**src/rtl/intr_pkg.sv**
```systemverilog
package intr_pkg;
   // Index of each source inside the synchronizer bundle.
   localparam int SRC_NMI = 0;
   localparam int SRC_OVF = 1;
   localparam int SRC_IRQ0 = 2;

   typedef enum logic [1:0] {
      FETCH_PASS  = 2'd0,
      FETCH_NMI   = 2'd1,
      FETCH_IRQ   = 2'd2
   } fetch_pick_e;
endpackage

```
**src/rtl/intr_sync.sv**
```systemverilog
module intr_sync #(
   parameter int WIDTH  = 1,
   parameter int STAGES = 2
) (
   input  logic             clk,
   input  logic             rst_n,
   input  logic [WIDTH-1:0] d,
   output logic [WIDTH-1:0] q
);
   generate
      if (STAGES == 0) begin : g_bypass
         assign q = d;
      end else begin : g_chain
         logic [WIDTH-1:0] stg [STAGES];
         always_ff @(posedge clk or negedge rst_n) begin
            if (!rst_n) begin
               for (int i = 0; i < STAGES; i++) stg[i] <= '0;
            end else begin
               stg[0] <= d;
               for (int i = 1; i < STAGES; i++) stg[i] <= stg[i-1];
            end
         end
         assign q = stg[STAGES-1];
      end
   endgenerate
endmodule

```
**src/rtl/intr_rise_det.sv**
```systemverilog
module intr_rise_det #(
   parameter int WIDTH = 1
) (
   input  logic             clk,
   input  logic             rst_n,
   input  logic [WIDTH-1:0] lvl,
   output logic [WIDTH-1:0] rise
);
   logic [WIDTH-1:0] lvl_q;

   always_ff @(posedge clk or negedge rst_n) begin
      if (!rst_n) lvl_q <= '0;
      else        lvl_q <= lvl;
   end

   assign rise = lvl & ~lvl_q;
endmodule

```
**src/rtl/intr_flag.sv**
```systemverilog
module intr_flag (
   input  logic clk,
   input  logic rst_n,
   input  logic set,
   input  logic clr,
   output logic q
);
   // Set has priority so that a fresh event is never lost to a clear.
   always_ff @(posedge clk or negedge rst_n) begin
      if (!rst_n)   q <= 1'b0;
      else if (set) q <= 1'b1;
      else if (clr) q <= 1'b0;
   end
endmodule

```
**src/rtl/intr_arbiter.sv**
```systemverilog
module intr_arbiter #(
   parameter int               N_IRQ       = 2,
   parameter int               SYNC_STAGES = 2,
   parameter int               OPC_W       = 8,
   parameter logic [OPC_W-1:0] ENTRY_OPC   = '0
) (
   input  logic             clk,
   input  logic             rst_n,
   input  logic             nmi_in,
   input  logic [N_IRQ-1:0] irq_in,
   input  logic             ovf_set_in,
   input  logic             i_mask,
   input  logic             inhibit,
   input  logic             fetch_go,
   input  logic [OPC_W-1:0] opc_in,
   input  logic             nmi_vec_done,
   input  logic             entry_done,
   output logic [OPC_W-1:0] opc_out,
   output logic             force_entry,
   output logic             taken,
   output logic             nmi_pending,
   output logic             wake,
   output logic             v_set_pulse
);
   import intr_pkg::*;

   localparam int BUNDLE_W = N_IRQ + 2;

   generate
      if (N_IRQ < 1) begin : g_bad_irq
         $error("N_IRQ must be at least 1");
      end
      if (SYNC_STAGES == 1) begin : g_bad_sync
         $error("SYNC_STAGES must be 0 (bypass) or at least 2");
      end
      if (OPC_W < 1) begin : g_bad_opc
         $error("OPC_W must be positive");
      end
   endgenerate

   logic [BUNDLE_W-1:0] raw_b, sync_b;
   logic [1:0]          edge_b;
   logic [N_IRQ-1:0]    irq_s;
   logic                irq_live;
   fetch_pick_e         pick;

   assign raw_b = {irq_in, ovf_set_in, nmi_in};

   intr_sync #(.WIDTH(BUNDLE_W), .STAGES(SYNC_STAGES)) u_sync (
      .clk  (clk),
      .rst_n(rst_n),
      .d    (raw_b),
      .q    (sync_b)
   );

   intr_rise_det #(.WIDTH(2)) u_edge (
      .clk  (clk),
      .rst_n(rst_n),
      .lvl  ({sync_b[SRC_OVF], sync_b[SRC_NMI]}),
      .rise (edge_b)
   );

   assign irq_s    = sync_b[BUNDLE_W-1:SRC_IRQ0];
   assign irq_live = (|irq_s) & ~i_mask;

   intr_flag u_nmi_flag (
      .clk  (clk),
      .rst_n(rst_n),
      .set  (edge_b[0]),
      .clr  (nmi_vec_done),
      .q    (nmi_pending)
   );

   always_comb begin
      pick = FETCH_PASS;
      if (fetch_go && !inhibit) begin
         if (nmi_pending)   pick = FETCH_NMI;
         else if (irq_live) pick = FETCH_IRQ;
      end
   end

   assign force_entry = (pick != FETCH_PASS);
   assign opc_out     = force_entry ? ENTRY_OPC : opc_in;

   intr_flag u_taken_flag (
      .clk  (clk),
      .rst_n(rst_n),
      .set  (force_entry),
      .clr  (entry_done),
      .q    (taken)
   );

   assign wake = nmi_pending | irq_s[0];

   always_ff @(posedge clk or negedge rst_n) begin
      if (!rst_n) v_set_pulse <= 1'b0;
      else        v_set_pulse <= edge_b[1];
   end
endmodule

```
**config.mk**
```make
export PLATFORM = sky130hd
export DESIGN_NAME = intr_arbiter
export DESIGN_NICKNAME = d
export VERILOG_FILES = /design/src/rtl/intr_pkg.sv /design/src/rtl/intr_sync.sv /design/src/rtl/intr_rise_det.sv /design/src/rtl/intr_flag.sv /design/src/rtl/intr_arbiter.sv
export SDC_FILE = /design/constraint.sdc
export NUM_CORES = 1
export LEC_CHECK = 0
export BUFFER_PORTS_ARGS = -buffer_cell sky130_fd_sc_hd__buf_2
export CORE_MARGIN = 10
export CORE_UTILIZATION = 25
export CTS_CLUSTER_SIZE = 28
export DETAILED_ROUTE_END_ITERATION = 8
export GPL_TIMING_DRIVEN = 1
export SLEW_MARGIN = 20
export SYNTH_ARGS = -nofsm -noshare
export SYNTH_HDL_FRONTEND = slang
export SYNTH_SLANG_ARGS = --single-unit
```
**constraint.sdc**
```tcl
create_clock -name clk -period 1.55 [get_ports clk]
set_clock_uncertainty 0.05 [all_clocks]
set_input_delay 0.155 -clock clk [delete_from_list [all_inputs] [get_ports clk]]
set_output_delay 0.155 -clock clk [all_outputs]
set_load 0.01 [all_outputs]
```
Word level (Yosys, flattened, before mapping)

Index checks and enable logic that the tools add are counted.

Flip-flop bits (word level): 13
Output and inout bits: 13
Word-level logic and storage cells: 25

Muxes and demuxes: 8
Bitwise gates (word level): 5
Reduce and logical (&&, ||, !) cells: 6

Operators by type and width:

| cell                | count |
|---|---|
| $mux W8             | 1 |
| $mux W2             | 3 |
| $reduce_bool A2 Y1  | 3 |
| $mux W1             | 4 |
| $and A2 B2 Y2       | 1 |
| $not A2 Y2          | 1 |
| $reduce_or A2 Y1    | 1 |
| $and A1 B1 Y1       | 1 |
| $logic_and A1 B1 Y1 | 1 |
| $logic_not A1 Y1    | 1 |
| $not A1 Y1          | 1 |
| $or A1 B1 Y1        | 1 |

Longest topological paths before layout

Gate-level depths: netlist of the first run.

Depth after elaboration: 7
Mapped depth: 3
Gate-level depth less buffers: 2

Hierarchy

Synthesis of the first run repeated with hierarchy kept, for this count alone.

Cells, all modules: 47
Area, all modules: 540.5 µm²

Modules (own cells, without submodules):

| module        | times used | cells an instance | area each (µm²) | seq. area each (µm²) |
|---|---|---|---|---|
| intr_sync     | 1          | 12                | 230.2           | 200.2 |
| intr_arbiter  | 1          | 25                | 160.2           | 25.0 |
| intr_rise_det | 1          | 4                 | 77.6            | 50.0 |
| intr_flag     | 2          | 3                 | 36.3            | 25.0 |

Worst setup path after synthesis of the first run

No wires, ideal clock.

Path type: flip-flop to output port
Start: register u_nmi_flag.q
End: output opc_out[0]
Arrival: 1.171 ns
Required time: 1.345 ns
Setup slack: 0.174 ns
Stages on the path, launching flop included: 4
Path buffers: 1
Path through: dfrtp_1 > or3_1 > buf_6 > a31oi_1

Cells in the longest elaborated chain, start to end: 4

RTL lines:

| element                | RTL line           | source |
|---|---|---|
| from (decl)            | intr_flag.sv:6     | `output logic q` |
| from (signal assigned) | intr_flag.sv:10    | `if (!rst_n) q <= 1'b0;` |
| from (signal assigned) | intr_flag.sv:11    | `else if (set) q <= 1'b1;` |
| from (signal assigned) | intr_flag.sv:12    | `else if (clr) q <= 1'b0;` |
| $mux W2                | intr_arbiter.sv:77 | `if (nmi_pending) pick = FETCH_NMI;` |
| $mux W2                | intr_arbiter.sv:76 | `if (fetch_go && !inhibit) begin` |
| $reduce_bool A2 Y1     | intr_arbiter.sv:82 | `assign force_entry = (pick != FETCH_PASS);` |
| $mux W8                | intr_arbiter.sv:83 | `assign opc_out = force_entry ? ENTRY_OPC : opc_in;` |
| to (decl)              | intr_arbiter.sv:18 | `output logic [OPC_W-1:0] opc_out,` |

Every way passes these cells.

Worst setup path after layout of the first run

Start: register u_sync.g_chain.stg, in the netlist u_sync.q[3]
End: output opc_out[1]

Cells in the longest elaborated chain, start to end: 7

RTL lines:

| element            | RTL line           | source |
|---|---|---|
| from (decl)        | intr_sync.sv:14    | `logic [WIDTH-1:0] stg [STAGES];` |
| $reduce_or A2 Y1   | intr_arbiter.sv:64 | `assign irq_live = (\|irq_s) & ~i_mask;` |
| $and A1 B1 Y1      | intr_arbiter.sv:64 |  |
| $mux W2            | intr_arbiter.sv:78 | `else if (irq_live) pick = FETCH_IRQ;` |
| $mux W2            | intr_arbiter.sv:77 |  |
| $mux W2            | intr_arbiter.sv:76 |  |
| $reduce_bool A2 Y1 | intr_arbiter.sv:82 |  |
| $mux W8            | intr_arbiter.sv:83 |  |

Every way passes these cells.

==> results of run 1 <==
## worst max-delay path, stage by stage (launching register included)
cell and delay (ns):
dfrtp_1 0.40, or3_4 0.44, a31oi_1 0.17, buf_2 0.15
## logic make-up (layout without fill, tap and decap cells)
group,after synthesis,after routing,synth area share
DFF,13,13,0.660
buffers and inverters,14,52,0.122
and+or+nand+nor,6,7,0.0812
AOI/OAI and AO/OA,10,10,0.137
## registers in the layout (all words and copies together), names as in the netlist
register	flops
v_set_pulse	1
u_sync.g_chain.stg	4
u_edge.lvl_q	2
u_sync.q	4
u_taken_flag.q	1
u_nmi_flag.q	1
## worst paths after layout
kind                                       startpoint               endpoint  cells after the start
worst max register to register            u_sync.q[3]         u_taken_flag.q                      2
max in group asynchronous                       rst_n         u_taken_flag.q                      2
min in group asynchronous                       rst_n  u_sync.g_chain.stg[7]                      2
worst min register to register  u_sync.g_chain.stg[5]            u_sync.q[1]                      0
worst min-delay path                     nmi_vec_done           u_nmi_flag.q                      2
worst max-delay path                      u_sync.q[3]             opc_out[1]                      3
## final cells by class
class	instances	area share
repair buffers	37	0.280
multi-input cells	17	0.191
flip-flops and latches	13	0.404
clock buffers	4	0.0326
inverters	11	0.0512
well taps	27	0.0419
## layer usage
| metal | wire length, µm | share of wire |
|---|---|---|
| met1 | 534 | 0.37 |
| met2 | 698 | 0.48 |
| met3 | 207 | 0.14 |
| met5 | 0 | 0 |
| met4 | 0 | 0 |
## where the power goes
group          leakage (nW)  switching [W]  internal, W
Sequential            0.154     0.00000961     0.000358
Combinational         0.258      0.0000663    0.0000705
Clock                0.0150       0.000102    0.0000996
## placed cells by master (no fill, tap or decap)
cell type and instances:
clkbuf_1 1, or3_4 2, inv_1 11, nor2b_1 2, a31oi_4 2, or2_2 1
and3_1 1, o22ai_1 1, clkbuf_4 3, buf_4 1, nand2b_2 1, dfrtp_1 13
buf_6 2, dlygate4sd3_1 5, a31oi_1 6, a32o_2 1, buf_2 29
## through the flow
stage               cells  hold slack (ns)
finish                109           0.0176
global placement       98         -0.00219
detailed placement     98        -0.000930
global route          109           0.0130
CTS                   109           0.0106
floorplan              43           -0.191
## repair_timing
action	in CTS	in global routing
gates resized for setup	2	5
buffers inserted	1	0
gates cloned	1	0
hold buffers	5	0
endpoints found under the hold margin	17	0
pin swaps	8	2
setup endpoints to repair	9	9
==> out/metrics.cfg, run 1 <==
[clock_tree]
path_clk_slew_ns = 0.08
cts-buffers-inserted = 3
clock-sinks = 13
cts_tree = done
cts-root-buf = clkbuf_4
clockBufferDepth = 2
clock_latency_ns = 0.27
htreeDepth = 1

[drt]
vias = 451
drt-pass1-iter-count = 4
drtAntennaViolNets = 0
routedWlPerCell_um = 13.2
drc = 0
finalWirelength_mm = 1.44
drt-initial-drc-count = 32
via_per_inst = 4.14

[sta]
max-slew-margin-rel = 0.464
finalSetupTns_ns = -0.701
slew_viol_final = 0
period_share = 1.06
fin_ws_ns = -0.0974
setup_viol = 9
fmax_mhz = 607
tightest_slew_ns = 0.803
rsz0062_at_grt = true
hold_viol_final = 0
post-route-min-period_ns = 1.65

[yosys]
ys_ff_latch = 13
synth_nets = 62
yosys.area.top_type = dfrtp_1
synthCells = 43
synth_async_sr_flop_share = 1.00
synth_area_leaders = dfrtp_1 (66%), a31oi_1 (10%), inv_1 (8.4%), nor2b_1 (2.5%), a32o_2 (2.3%)
synth_cell_types = 12
synth_edf_count = 0
synth_area_um2 = 493
synth_top_area_frac = 0.660
synth_commonest_cells = dfrtp_1 (13), inv_1 (11), a31oi_1 (8), clkbuf_1 (2), nor2b_1 (2)
avgSynthCellArea_um2 = 11.5
ys.warnings.count = 0
ys.flop_type = dfrtp_1
synth_most_common_cell = dfrtp_1
ys_seq_area_frac = 0.660

[placement]
place_worst_setup_slack_ns = 0.0783
placed_cell_area_um2 = 663
gp_congestion = 0.795
port_buffers = 31

[pwr]
p_leak_nw = 0.428
total_power_w = 0.000706
vdd_ir_drop_max_mv = 0.483
power_density_nw_per_um2 = 877

[finish]
areaGrowthSynthToFinish_pct = 63.5
fillers = 202
multi_input_area_um2 = 154
antenna-diode-count = 0
drive_above_1_share = 0.512
nets = 102
design_area_um2 = 806
final_util = 0.419
register_area_um2 = 325

[global_routing]
grt.overflow.total = 0
grt_use_total = 0.0644
grt_use_met3 = 0.0453
use_met2 = 0.0961
antenna_found_initial = 0
grt_pass1_wl_mm = 2.12
grt.busiest_layer = met2
grt_pass1_vias = 453
use_met1 = 0.0639
grt_max_degree = 14

[worst_hold_path]
holdCritPathClass = primary input to register

[status]
violations = setup timing
status = finished with violations

[floorplanning]
core_area_um2 = 1920
die_area_um2 = 4150
io-pin-count = 32
die_h_um = 64.4
start_util = 0.257
row_count = 16
die_w_um = 64.4

[setup_path]
worst_ep_required_time_ns = 1.34
cp-end-kind = output port
critPathKind = register to output port
cp.arrival_ns = 1.44
worstSetupStartpointType = register
crit_fanout = 5
rrSetupSlack_ns = 0.29

[flow_run]
cap_violations = 0

Note: power is estimated with default switching activity, not from simulation.
==> inputs of run 2 (changes only) <==
--- a/config.mk
+++ b/config.mk
@@ -7,10 +7,12 @@
 export LEC_CHECK = 0
 export BUFFER_PORTS_ARGS = -buffer_cell sky130_fd_sc_hd__buf_2
 export CORE_MARGIN = 10
-export CORE_UTILIZATION = 25
+export CORE_UTILIZATION = 38
 export CTS_CLUSTER_SIZE = 28
 export DETAILED_ROUTE_END_ITERATION = 8
 export GPL_TIMING_DRIVEN = 1
+export PLACE_DENSITY = 0.73
+export SETUP_SLACK_MARGIN = 0.02
 export SLEW_MARGIN = 20
 export SYNTH_ARGS = -nofsm -noshare
 export SYNTH_HDL_FRONTEND = slang
==> out/metrics.cfg, run 2 (same netlist as run 1, synthesis figures left out) <==
[sta]
hold_viol_final = 0  ; unchanged
tightest_slew_ns = 0.554  ; was 0.803 ns
post-route-min-period_ns = 1.60  ; was 1.65 ns
fmax_mhz = 625  ; was 607 MHz
setup_viol = 9  ; unchanged
rsz0062_at_grt = true  ; unchanged
slew_viol_final = 0  ; unchanged
fin_ws_ns = -0.0501  ; was -0.0974 ns
max-slew-margin-rel = 0.630  ; was 0.464
period_share = 1.03  ; was 1.06

[finish]
multi_input_area_um2 = 129  ; was 154 µm²
reg.largest.list = u_sync.g_chain.stg x4, u_sync.q x4, u_edge.lvl_q x2  ; unchanged
nets = 103  ; was 102
final_cell_mix = buf_2 (31), dfrtp_1 (13), inv_1 (11), a31oi_1 (8), dlygate4sd3_1 (5)  ; was buf_2 (29), dfrtp_1 (13), inv_1 (11), a31oi_1 (6), dlygate4sd3_1 (5)
areaGrowthSynthToFinish_pct = 54.1  ; was 63.5%
fillers = 103  ; was 202
register_area_um2 = 325  ; unchanged
final_common_cell = buf_2  ; unchanged
antenna-diode-count = 0  ; unchanged
stdcell_count = 97  ; was 109
drive_above_1_share = 0.494  ; was 0.512

[clock_tree]
cts-root-buf = clkbuf_4  ; unchanged
htreeDepth = 1  ; unchanged
cts_tree = done  ; unchanged
clockBufferDepth = 2  ; unchanged
cts-buffers-inserted = 3  ; unchanged
clock-sinks = 13  ; unchanged
path_clk_slew_ns = 0.07  ; was 0.08 ns
clock_latency_ns = 0.27  ; about the same

[pwr]
p_seq_frac = 0.532  ; was 0.521
vdd_ir_drop_max_mv = 0.669  ; was 0.483 mV
clkPwrFrac = 0.285  ; about the same
swShare = 0.238  ; was 0.252
power_density_nw_per_um2 = 906  ; was 877 nW/µm²
p_comb_frac = 0.183  ; was 0.194
power_switching_w = 0.000164  ; was 0.000178 W
intPower_w = 0.000524  ; was 0.000529 W
p_leak_nw = 0.430  ; was 0.428 nW

[global_routing]
grt_use_total = 0.0730  ; was 0.0644
grt_pass1_wl_mm = 1.82  ; was 2.12 mm
grt_pass1_vias = 403  ; was 453
grt_max_degree = 14  ; unchanged
grt.overflow.total = 0  ; unchanged
antenna_found_initial = 0  ; unchanged

[drt]
routedWlPerCell_um = 12.3  ; was 13.2 µm
drc = 0  ; unchanged
drt-initial-drc-count = 4  ; was 32
drtAntennaViolNets = 0  ; unchanged
finalWirelength_mm = 1.19  ; was 1.44 mm
vias = 429  ; was 451
drt-pass1-iter-count = 4  ; unchanged
via_per_inst = 4.42  ; was 4.14

[placement]
port_buffers = 31  ; unchanged
hpwl_um = 943
dpl.cell_count = 86  ; was 98
gp_congestion = 0.642  ; was 0.795
place_worst_setup_slack_ns = 0.115  ; was 0.0783 ns

[setup_path]
max_stage_delay_ns = 0.40  ; was 0.44 ns
worstSetupStartpointType = register  ; unchanged
critPathKind = register to output port  ; unchanged
cp-end-kind = output port  ; unchanged
worst_ep_required_time_ns = 1.34  ; about the same
crit_fanout = 5  ; unchanged
cp.arrival_ns = 1.40  ; was 1.44 ns
cp_slowest_cell = dfrtp_1  ; was or3_4
rrSetupSlack_ns = 0.20  ; was 0.29 ns
reg2reg_depth = 3  ; was 2
path_cells = or3_4 -> a31oi_1 -> buf_2  ; unchanged

[floorplanning]
io-pin-count = 32  ; unchanged
die_w_um = 56.0  ; was 64.4 µm
die_area_um2 = 3140  ; was 4150 µm²
die_h_um = 56.0  ; was 64.4 µm
row_count = 12  ; was 16
start_util = 0.421  ; was 0.257
core_area_um2 = 1170  ; was 1920 µm²

[worst_hold_path]
hold-path-cell-count = 2  ; unchanged
holdCritPathClass = primary input to register  ; unchanged

[status]
violations = setup timing  ; unchanged
status = finished with violations  ; unchanged

[flow_run]
cap_violations = 0  ; unchanged

==> run 2: power groups by stage <==
stage          clock network [W]   logic, W  registers, W
2_1_floorplan                  0  0.0000491      0.000375
3_3_place_gp                   0   0.000109      0.000371
3_5_place_dp                   0   0.000111      0.000371
4_1_cts                 0.000206   0.000128      0.000367
5_1_grt                 0.000220   0.000139      0.000368
6_report                0.000196   0.000126      0.000366
==> run 2: layout make-up <==
type,instances,area share
inverter,11,0.0544
multi-input combinational,17,0.170
sequential,13,0.428
clock buffer,4,0.0346
timing repair buffer,38,0.290
tap,14,0.0231
==> run 2: path summary, 6_finish.rpt <==
path                                        from               to
min in group asynchronous                  rst_n  u_edge.lvl_q[0]
hold reg to reg            u_sync.g_chain.stg[7]      u_sync.q[3]
setup reg to reg                    u_nmi_flag.q   u_taken_flag.q
max in group asynchronous                  rst_n   u_taken_flag.q
hold / removal                      nmi_vec_done     u_nmi_flag.q
setup / recovery                    u_nmi_flag.q       opc_out[3]
==> run 2: metrics by stage <==
step	setup TNS (ns)	hold slack, ns	total power, W	cell area (µm²)	utilization
2_1_floorplan	0	-0.191	0.000424	493	-
3_3_place_gp	0	-0.00553	0.000479	654	0.559
3_5_place_dp	0	-0.00335	0.000482	654	0.559
4_1_cts	-0.457	0.0101	0.000701	759	0.649
5_1_grt	-0.981	0.00949	0.000728	759	0.649
6_report	-0.311	0.0171	0.000688	759	0.649
==> run 2: layer usage <==
layer  vias to the layer above  GRT usage  share of wire  routed length (µm)
met5                         -          0              0                   0
met4                         0     0.0512         0.0067                   8
met3                         2     0.0410           0.12                 139
met2                        20      0.109           0.47                 560
met1                       185     0.0753           0.41                 482
li1                        222          -              -                   -
==> run 2: timing repair <==
item	4_1_cts	5_1_grt
endpoints found under the setup margin	9	9
pin swaps	7	2
gates cloned	1	0
hold buffers	5	0
endpoints found under the hold margin	17	0
resized for setup	3	0
buffers inserted	1	0
==> run 2: worst max-delay path, delay by kind of cell, from the launching register on <==
family / cells / cell delay, ns
DFF: 1 / 0.40
and+or+nand+nor: 1 / 0.40
AOI/OAI and AO/OA: 1 / 0.17
buffers and inverters: 1 / 0.16
